**src/rtl/axis_status_flags.sv**
```systemverilog
module axis_status_flags (
  input  logic       clk,
  input  logic       rst,
  input  logic       ev_underflow,
  input  logic       ev_overflow,
  input  logic       cmp_equal,
  input  logic       dir_up,
  input  logic       quad_mode,
  input  logic       ev_noise,
  input  logic       index_active,
  input  logic       clr_toggles,
  input  logic       clr_error,
  output logic [7:0] flags
);

  logic borrow_t, carry_t, cmp_t, sign_f, err_f, up_f, idx_f;
  logic eq_prev;
  logic cmp_edge;

  assign cmp_edge = cmp_equal & ~eq_prev;

  always_ff @(posedge clk) begin
    eq_prev <= cmp_equal;
    if (rst) begin
      borrow_t <= 1'b0;
      carry_t  <= 1'b0;
      cmp_t    <= 1'b0;
      sign_f   <= 1'b0;
      err_f    <= 1'b0;
      up_f     <= 1'b0;
      idx_f    <= 1'b0;
    end else begin
      up_f  <= dir_up;
      idx_f <= index_active;
      if (clr_toggles) begin
        borrow_t <= 1'b0;
        carry_t  <= 1'b0;
        cmp_t    <= 1'b0;
        sign_f   <= 1'b0;
      end else begin
        borrow_t <= borrow_t ^ ev_underflow;
        carry_t  <= carry_t ^ ev_overflow;
        cmp_t    <= cmp_t ^ cmp_edge;
        if (ev_underflow)     sign_f <= 1'b1;
        else if (ev_overflow) sign_f <= 1'b0;
      end
      if (clr_error)                  err_f <= 1'b0;
      else if (ev_noise && quad_mode) err_f <= 1'b1;
    end
  end

  assign flags = {1'b0, idx_f, up_f, err_f, sign_f, cmp_t, carry_t, borrow_t};

  assert_reset_clear_R1: assert property (@(posedge clk) rst |=> flags == 8'h00);

  assert_borrow_toggle_R2: assert property (@(posedge clk) disable iff (rst)
    (ev_underflow && !clr_toggles) |=> flags[0] != $past(flags[0]));

  assert_carry_toggle_R3: assert property (@(posedge clk) disable iff (rst)
    (ev_overflow && !clr_toggles) |=> flags[1] != $past(flags[1]));

  assert_compare_hold_R4: assert property (@(posedge clk) disable iff (rst)
    (!$rose(cmp_equal) && !clr_toggles) |=> $stable(flags[2]));

  assert_sign_set_R5: assert property (@(posedge clk) disable iff (rst)
    (ev_underflow && !clr_toggles) |=> flags[3]);

  assert_error_sticky_R6: assert property (@(posedge clk) disable iff (rst)
    (flags[4] && !clr_error) |=> flags[4]);

  assert_dir_follow_R7: assert property (@(posedge clk) disable iff (rst)
    1'b1 |=> flags[5] == $past(dir_up));

  assert_clear_toggles_R8: assert property (@(posedge clk) disable iff (rst)
    clr_toggles |=> flags[3:0] == 4'h0);

  assert_clear_error_R9: assert property (@(posedge clk) disable iff (rst)
    clr_error |=> !flags[4]);

endmodule

```
**config.mk**
```make
export PLATFORM = sky130hd
export DESIGN_NAME = axis_status_flags
export DESIGN_NICKNAME = d
export VERILOG_FILES = /design/src/rtl/axis_status_flags.sv
export SDC_FILE = /design/constraint.sdc
export NUM_CORES = 1
export LEC_CHECK = 0
export BUFFER_PORTS_ARGS = -buffer_cell sky130_fd_sc_hd__buf_2
export CORE_AREA = 2 2 39 41
export DETAILED_ROUTE_END_ITERATION = 16
export DIE_AREA = 0 0 41 43
export SLEW_MARGIN = 0
export SYNTH_ARGS = -nofsm -noshare
export SYNTH_HDL_FRONTEND = slang
export SYNTH_SLANG_ARGS = --single-unit
```
**constraint.sdc**
```tcl
create_clock -name clk -period 1.55 [get_ports clk]
set_clock_uncertainty 0.15 [all_clocks]
set_input_delay 0.155 -clock clk [delete_from_list [all_inputs] [get_ports clk]]
set_output_delay 0.155 -clock clk [all_outputs]
set_load 0.02 [all_outputs]
```
==> run summary, run 1 <==
• **pin count of the biggest net entering global routing** 8
• **post-CTS clock slew at the launch and capture registers of the worst setup and hold paths** 0.06 ns
• **P_int** 0.000338 W
• **initial antenna violation count** 0
• **Syn Inst Count** 31
• **Rows** 14
• **core box area** 0.00138 mm2
• **switching share of total power** 0.239
• **final count of pins violating max slew** 0
• **worst r2r dst** cmp_t
• **fraction of layout cells with a size suffix above 1** 0.458
• **worst reg2reg path depth** 3
• **average cell area after synthesis** 10.3 um2
• **main area contributors after synthesis** sky130_fd_sc_hd__dfxtp_1, sky130_fd_sc_hd__buf_4, sky130_fd_sc_hd__xnor2_1
• **Synth Net Count** 42
• **count of boundary I/O pins** 19
• **width of the chip** 41 um
• **number of max-cap violations** 0
• **GR peak layer** met2
• **Crit path arrival time** 1.14 ns
• **CTS sink cnt** 8
• **end of the critical path** cmp_t
• **clock insertion delay at the later pin of the skew report** 0.25 ns
• **post-route fraction of the period consumed by the critical path** 0.739
• **Placed Cells incl. Taps** 56
• **CP startpoint** cmp_equal
• **leakage dissipation** 0.209 nW
• **grt ovf** 0
• **final antenna-violating net count** 0
• **Synth area leader** sky130_fd_sc_hd__dfxtp_1
• **average routed wire per standard cell** 9.50 um
• **element type at the critical path start** input port
• **highest clock rate** 873 MHz
• **setup TNS** 0 ns
• **sum of routed wire length over all layers** 608 um
• **PostCTS Resize Cnt** 0
• **global-route wire length before repair** 862 um
• **Final Hold Slack** 0.0200 ns
• **setup-violating endpoint count in the final report** 0
• **Buffers on Ports** 17
• **Die Outline Area** 0.00176 mm2
• **outcome** completed
• **H-Tree Depth** 1
• **Avg Vias per Cell** 3.70
• **required arrival time at the worst endpoint** 1.54 ns
• **global-route track usage on met2** 0.109
• **number of CTS-inserted buffers** 3
• **number of warnings printed during yosys synthesis** 0
• **count of endpoints failing hold in the final timing report** 0
• **number of buffers added for setup after CTS** 0
• **non-filler cells, final** 64
• **total DRC errors in the routed layout** 0
• **crit path max fanout** 2
• **startpoint of the worst-slack reg-to-reg timing path** eq_prev
• **Inserted Diodes** 0
• **DRC marker count from the first detailed-route iteration** 2
• **Worst Slack Setup Final** 0.404 ns
• **worst vdd ir** 0.328 mV
• **via count of the first global-routing pass** 231
• **area of the mapped netlist** 320 um2
• **NumNets Final** 61
• **setup repair after global routing missed its margin** false
• **sequential-to-total area share from yosys stat** 0.500
• **buffer cell driving the clock tree root** sky130_fd_sc_hd__clkbuf_4
• **NetSw** 0.000106 W
• **via count** 237
• **Cell Pwr Density** 1020 mW/mm2
• **CTS tree** built
• **number of filler cells placed in the layout** 146
• **final critical-path required period** 1.15 ns
• **Worst R2R Setup Slack** 0.69 ns
• **length of the first detailed-routing pass in iterations** 4
• **combinational share of power** 0.147
• **synthesis-stage register bit count** 8
• **met3 layer usage reported by global route** 0.0576
• **y dimension of the die** 43 um
• **met1 routing resource usage after global routing** 0.0710
• **combined global-route utilization of all metal layers** 0.0774
• **pre-CTS setup slack** 0.688 ns
• **category of the most critical setup path** input port to flip-flop
• **relative contribution of sequential cells to total power** 0.497
• **routability congestion estimate from global placement** 0.671
• **HP Class** input port to flip-flop
• **clock power share** 0.356
• **crit end category** flip-flop
• **library cells used by synthesis** 10
• **Bufs on Longest Clock Path** 2
• **Area Overhead vs Synth** 36.7%
• **portion of synthesized cell area occupied by the leading cell type** 0.500
• **initial core utilization** 0.231
==> worst max-delay path, cell delays in order <==
cell	delay (ns)
sky130_fd_sc_hd__dlygate4sd3_1	0.53
sky130_fd_sc_hd__buf_2	0.13
sky130_fd_sc_hd__nor2b_4	0.12
sky130_fd_sc_hd__xnor2_1	0.16
sky130_fd_sc_hd__nor3_2	0.05
==> cell type report <==
class | instances | area [um2] | area share
flip-flops and latches | 8 | 160 | 0.366
repair buffers | 22 | 135 | 0.309
multi-input cells | 14 | 96.3 | 0.220
clock buffers | 3 | 22.5 | 0.0514
well taps | 16 | 20.0 | 0.0457
inverters | 1 | 3.75 | 0.00857
==> cell usage in the layout, fill, tap and decap left out <==
| master | instances |
|---|---|
| sky130_fd_sc_hd__dfxtp_1 | 8 |
| sky130_fd_sc_hd__buf_2 | 17 |
| sky130_fd_sc_hd__nor3_1 | 4 |
| sky130_fd_sc_hd__a21oi_1 | 2 |
| sky130_fd_sc_hd__inv_1 | 1 |
| sky130_fd_sc_hd__nor2b_4 | 1 |
| sky130_fd_sc_hd__dlygate4sd3_1 | 5 |
| sky130_fd_sc_hd__nor2b_1 | 2 |
| sky130_fd_sc_hd__clkbuf_4 | 3 |
| sky130_fd_sc_hd__nor3_2 | 1 |
| sky130_fd_sc_hd__conb_1 | 1 |
| sky130_fd_sc_hd__xnor2_1 | 3 |
==> kinds of logic (layout without fill, tap and decap cells) <==
| logic type | Yosys count | in the layout | synth area share |
|---|---|---|---|
| and+or+nand+nor | 8 | 8 | 0.176 |
| other | 1 | 1 | 0.0117 |
| buffers and inverters | 9 | 26 | 0.199 |
| xor gates and xnor gates | 3 | 3 | 0.0820 |
| DFF | 8 | 8 | 0.500 |
| AOI/OAI and AO/OA | 2 | 2 | 0.0313 |
==> sequential cells by signal (all words and copies together), names as in the netlist <==
| name | cells |
|---|---|
| borrow_t | 1 |
| carry_t | 1 |
| cmp_t | 1 |
| eq_prev | 1 |
| err_f | 1 |
| idx_f | 1 |
| sign_f | 1 |
| up_f | 1 |
==> cell usage after synthesis <==
cell / number
sky130_fd_sc_hd__buf_4: 8
sky130_fd_sc_hd__dfxtp_1: 8
sky130_fd_sc_hd__nor3_1: 4
sky130_fd_sc_hd__xnor2_1: 3
sky130_fd_sc_hd__a21oi_1: 2
sky130_fd_sc_hd__nor2b_1: 2
sky130_fd_sc_hd__conb_1: 1
sky130_fd_sc_hd__inv_1: 1
sky130_fd_sc_hd__nor2b_4: 1
sky130_fd_sc_hd__nor3_2: 1
==> power by group through the flow <==
stage	Clock, W	Sequential, W	Combinational (W)
floorplan	0	0.000225	0.0000433
global placement	0	0.000225	0.0000550
detailed placement	0	0.000225	0.0000562
CTS	0.000165	0.000221	0.0000656
global route	0.000174	0.000222	0.0000712
finish	0.000159	0.000221	0.0000655
==> through the flow <==
stage	utilization	power, W	cell area, um2
floorplan	-	0.000268	320
global placement	0.264	0.000280	365
global route	0.316	0.000467	438
detailed placement	0.264	0.000282	365
CTS	0.316	0.000451	438
finish	0.316	0.000445	438
==> timing repair <==
item,in CTS,in global routing
hold endpoints to repair,8,0
hold buffers,5,0
setup endpoints to repair,0,0
==> worst min path at each step <==
| stage | to | start | slack [ns] | cells after the start |
|---|---|---|---|---|
| after global placement | eq_prev | cmp_equal | 0.12 | 1 |
| after detailed placement | eq_prev | cmp_equal | 0.13 | 1 |
| after CTS | cmp_t | rst | 0.02 | 2 |
| final | cmp_t | rst | 0.02 | 2 |
| after floorplan | eq_prev | cmp_equal | 0.03 | 0 |
| after global routing | idx_f | rst | 0.02 | 2 |
==> per-layer routing <==
metal / share of wire / routed length, um
met1: 0.38 / 231
met3: 0.090 / 55
met4: 0 / 0
met5: 0 / 0
met2: 0.53 / 321
No activity file was read; power rests on OpenSTA's default activity.
==> run 2: changes to the inputs <==
==> constraint.sdc (replaced) <==
create_clock -name clk -period 1 [get_ports clk]
set_clock_uncertainty 0.15 [all_clocks]
set_input_delay 0.1 -clock clk [delete_from_list [all_inputs] [get_ports clk]]
set_output_delay 0.1 -clock clk [all_outputs]
set_load 0.02 [all_outputs]
==> run summary, run 2 (same netlist as run 1, synthesis figures left out) <==
• **outcome** completed
• **H-Tree Depth** 1
• **post-route cell area** 520 um2
• **number of max-cap violations** 0
• **most frequent standard cell in the layout excluding fill and tap cells** sky130_fd_sc_hd__buf_2
• **count of endpoints failing hold in the final timing report** 0
• **leakage dissipation** 0.249 nW
• **grt ovf** 0
• **required arrival time at the worst endpoint** 0.75 ns
• **final count of pins violating max slew** 0
• **highest clock rate** 1020 MHz
• **number of filler cells placed in the layout** 139
• **DRC marker count from the first detailed-route iteration** 1
• **post-route fraction of the period consumed by the critical path** 0.979
• **sum of routed wire length over all layers** 702 um
• **via count** 256
• **element type at the critical path start** flip-flop
• **worst r2r dst** carry_t
• **Avg Vias per Cell** 3.82
• **setup repair after global routing missed its margin** true
• **worst vdd ir** 0.444 mV
• **initial antenna violation count** 0
• **average routed wire per standard cell** 10.5 um
• **Worst R2R Setup Slack** 0.12 ns
• **pin count of the biggest net entering global routing** 8
• **Post-DP Area** 365 um2
• **total DRC errors in the routed layout** 0
• **Final Hold Slack** 0.113 ns
• **list of cells traversed by the critical path** buf_6
• **Crit path arrival time** 0.73 ns
• **crit path max fanout** 2
• **initial core utilization** 0.231
• **routability congestion estimate from global placement** 0.666
• **fraction of layout cells with a size suffix above 1** 0.510
• **Bufs on Longest Clock Path** 2
• **via count of the first global-routing pass** 250
• **CTS sink cnt** 8
• **Buffers on Ports** 17
• **CTS tree** built
• **setup-violating endpoint count in the final report** 0
• **startpoint of the worst-slack reg-to-reg timing path** carry_t
• **peak per-stage delay on the critical path** 0.36 ns
• **Rows** 14
• **final antenna-violating net count** 0
• **Area Overhead vs Synth** 62.5%
• **final critical-path required period** 0.979 ns
• **pre-CTS setup slack** 0.144 ns
• **end of the critical path** flags[1]
• **count of boundary I/O pins** 19
• **worst reg2reg path depth** 2
• **Buf/Inv on CP** 1
• **register area** 165 um2
• **crit end category** output pin
• **hold path start** ev_underflow
• **NumNets Final** 64
• **Worst Slack Setup Final** 0.0207 ns
• **number of buffers added for setup after CTS** 0
• **Die Outline Area** 0.00176 mm2
• **slowest library cell on the worst path** sky130_fd_sc_hd__dfxtp_2
• **sum of internal, switching and leakage power** 0.000714 W
• **CP startpoint** carry_t
• **y dimension of the die** 43 um
• **clock insertion delay at the later pin of the skew report** 0.24 ns
• **area occupied by multi-input gates** 109 um2
• **Cell Pwr Density** 1370 mW/mm2
• **Inserted Diodes** 0
• **core box area** 0.00138 mm2
• **width of the chip** 41 um
• **buffer cell driving the clock tree root** sky130_fd_sc_hd__clkbuf_4
• **number of logic stages on the critical path including buffering** 1
• **global-route wire length before repair** 966 um
• **number of CTS-inserted buffers** 3
• **combined global-route utilization of all metal layers** 0.0856
• **length of the first detailed-routing pass in iterations** 2
• **highest-count cells in the layout ignoring fill and taps** sky130_fd_sc_hd__buf_2, sky130_fd_sc_hd__dlygate4sd3_1, sky130_fd_sc_hd__dfxtp_2, sky130_fd_sc_hd__dfxtp_1
• **category of the most critical setup path** flip-flop to output pin
• **post-CTS clock slew at the launch and capture registers of the worst setup and hold paths** 0.05 ns
• **HP Class** input port to flip-flop
• **category of cells accounting for the largest share of critical-path delay** flip-flops
-- run 2: changes by cell type in the layout (fill, tap and decap cells not counted), sizes merged --
cell,change
buf,-2
dlygate4sd3,+3
dlymetal6s4s,+2
-- run 2: routing by layer --
layer | vias to the layer above | GRT usage | share of wire
li1 | 131 | - | -
met1 | 118 | 0.0812 | 0.38
met2 | 7 | 0.138 | 0.55
met3 | 0 | 0.0366 | 0.068
met4 | 0 | 0.0600 | 0
met5 | - | 0 | 0
-- run 2: area by class of cell --
| cell class | instances | area share |
|---|---|---|
| flip-flops and latches | 8 | 0.317 |
| inverters | 1 | 0.00721 |
| well taps | 16 | 0.0385 |
| repair buffers | 25 | 0.385 |
| clock buffers | 3 | 0.0433 |
| multi-input cells | 14 | 0.209 |
-- run 2: where the power goes --
part           switching [W]  leakage, nW  internal (W)
logic              0.0000540        0.167     0.0000747
registers         0.00000967       0.0677      0.000336
clock network       0.000103       0.0138      0.000137
total               0.000166        0.249      0.000548
-- run 2: per-stage QoR --
step / utilization / cells / TNS, ns
2_1_floorplan: - / 31 / 0
3_3_place_gp: 0.264 / 56 / 0
3_5_place_dp: 0.264 / 56 / 0
4_1_cts: 0.360 / 69 / 0
5_1_grt: 0.376 / 67 / -0.0183
6_report: 0.376 / 67 / 0
-- run 2: worst min-delay path by stage --
stage,to,depth (start not counted)
2_1_floorplan,eq_prev,0
3_3_place_gp,eq_prev,1
3_5_place_dp,eq_prev,1
4_1_cts,cmp_t,4
5_1_grt,cmp_t,4
6_report,borrow_t,3
-- run 2: repair_timing --
item	4_1_cts	5_1_grt
hold buffers	10	0
setup endpoints to repair	3	7
pin swaps	0	2
resized for setup	5	10
endpoints found under the hold margin	8	0
==> run 3: changes to the inputs <==
--- a/config.mk
+++ b/config.mk
@@ -6,9 +6,9 @@
 export NUM_CORES = 1
 export LEC_CHECK = 0
 export BUFFER_PORTS_ARGS = -buffer_cell sky130_fd_sc_hd__buf_2
-export CORE_AREA = 2 2 39 41
+export CORE_AREA = 3 3 40 42
 export DETAILED_ROUTE_END_ITERATION = 16
-export DIE_AREA = 0 0 41 43
+export DIE_AREA = 0 0 43 45
 export SLEW_MARGIN = 0
 export SYNTH_ARGS = -nofsm -noshare
 export SYNTH_HDL_FRONTEND = slang
==> run summary, run 3 (same netlist as run 1, synthesis figures left out) <==
• **pin count of the biggest net entering global routing** 8
• **sum of routed wire length over all layers** 679 um
• **y dimension of the die** 45 um
• **grt ovf** 0
• **list of cells traversed by the critical path** dlygate4sd3_1 -> buf_2 -> nor3_1
• **final critical-path required period** 0.975 ns
• **register area** 165 um2
• **peak per-stage delay on the critical path** 0.53 ns
• **Avg Vias per Cell** 3.88
• **initial core utilization** 0.249
• **GR peak layer** met2
• **worst vdd ir** 0.856 mV
• **number of CTS-inserted buffers** 3
• **combined global-route utilization of all metal layers** 0.0786
• **Buffers on Ports** 17
• **buffer cell driving the clock tree root** sky130_fd_sc_hd__clkbuf_4
• **DRC marker count from the first detailed-route iteration** 1
• **width of the chip** 43 um
• **startpoint of the worst-slack reg-to-reg timing path** eq_prev
• **NumNets Final** 64
• **end of the critical path** borrow_t
• **most frequent standard cell in the layout excluding fill and tap cells** sky130_fd_sc_hd__buf_2
• **Inserted Diodes** 0
• **routability congestion estimate from global placement** 0.615
• **total DRC errors in the routed layout** 0
• **Cell Pwr Density** 1410 mW/mm2
• **CP startpoint** rst
• **highest clock rate** 1030 MHz
• **length of the first detailed-routing pass in iterations** 2
• **average routed wire per standard cell** 10.3 um
• **post-CTS clock slew at the launch and capture registers of the worst setup and hold paths** 0.05 ns
• **count of boundary I/O pins** 19
• **global-route track usage on met2** 0.123
• **clock insertion delay at the later pin of the skew report** 0.24 ns
• **area occupied by multi-input gates** 101 um2
• **worst r2r dst** cmp_t
• **crit end category** flip-flop
• **Bufs on Longest Clock Path** 2
• **setup-violating endpoint count in the final report** 0
• **required arrival time at the worst endpoint** 1.01 ns
• **number of filler cells placed in the layout** 134
• **final antenna-violating net count** 0
• **element type at the critical path start** input port
• **initial antenna violation count** 0
• **Die Outline Area** 0.00194 mm2
• **slowest library cell on the worst path** sky130_fd_sc_hd__dlygate4sd3_1
• **category of cells accounting for the largest share of critical-path delay** buffers and inverters
• **leakage dissipation** 0.234 nW
• **CTS sink cnt** 8
• **Area Overhead vs Synth** 56.3%
• **HP Class** input port to flip-flop
• **Buf/Inv on CP** 2
• **pre-CTS setup slack** 0.135 ns
• **final core occ** 0.389
• **met1 routing resource usage after global routing** 0.0829
• **sum of internal, switching and leakage power** 0.000705 W
• **number of buffers added for setup after CTS** 0
• **core box area** 0.00128 mm2
• **fraction of layout cells with a size suffix above 1** 0.510
• **setup TNS** 0 ns
• **Crit path arrival time** 0.99 ns
• **H-Tree Depth** 1
• **outcome** completed
• **worst reg2reg path depth** 3
• **count of endpoints failing hold in the final timing report** 0
• **via count of the first global-routing pass** 267
• **crit path max fanout** 7
• **final count of pins violating max slew** 0
• **post-route fraction of the period consumed by the critical path** 0.975
• **highest-count cells in the layout ignoring fill and taps** sky130_fd_sc_hd__buf_2, sky130_fd_sc_hd__dlygate4sd3_1, sky130_fd_sc_hd__dfxtp_2, sky130_fd_sc_hd__dfxtp_1, sky130_fd_sc_hd__buf_4
• **via count** 256
• **Rows** 13
• **number of max-cap violations** 0
• **Worst R2R Setup Slack** 0.14 ns
• **Worst Slack Setup Final** 0.0247 ns
• **setup repair after global routing missed its margin** true
• **number of logic stages on the critical path including buffering** 3
• **CTS tree** built
• **met3 layer usage reported by global route** 0.0637
• **global-route wire length before repair** 1090 um
• **category of the most critical setup path** input port to flip-flop
-- run 3: power breakdown --
group          internal, W  total [W]  switching, W
Clock             0.000137   0.000238      0.000101
Sequential        0.000336   0.000345    0.00000836
Combinational    0.0000686   0.000122     0.0000535
-- run 3: worst reg2reg max path, stage by stage, from the launching register on --
cell	delay [ns]
sky130_fd_sc_hd__dfxtp_1	0.35
sky130_fd_sc_hd__nor2b_4	0.05
sky130_fd_sc_hd__xnor2_1	0.17
sky130_fd_sc_hd__nor3_2	0.05
-- run 3: through the flow --
step / cell area, um2 / hold WS (ns) / instances
detailed placement: 364 / 0.0767 / 55
floorplan: 320 / -0.0223 / 31
global route: 500 / 0.0141 / 66
finish: 500 / 0.0212 / 66
global placement: 364 / 0.0772 / 55
CTS: 489 / -0.0170 / 67
-- run 3: repair_timing --
action | in CTS | in global routing
hold endpoints to repair | 8 | 0
resized for setup | 6 | 6
setup endpoints to repair | 4 | 7
hold buffers | 9 | 0
pin swaps | 0 | 1
-- run 3: per-layer routing --
metal	part of all wire	vias up
li1	-	130
met5	0	-
met1	0.38	116
met4	0	0
met2	0.52	10
met3	0.10	0
-- run 3: worst min path at each step --
stage / to / cells after the start / start
after detailed placement: eq_prev / 1 / cmp_equal
after floorplan: eq_prev / 0 / cmp_equal
after CTS: carry_t / 3 / ev_overflow
after global placement: eq_prev / 1 / cmp_equal
after global routing: carry_t / 3 / ev_overflow
final: carry_t / 3 / ev_overflow
-- run 3: layout make-up --
class                      instances  area share
clock buffer                       3      0.0450
inverter                           1     0.00750
multi-input combinational         14       0.202
sequential                         8       0.330
tap                               15      0.0375
timing repair buffer              25       0.377
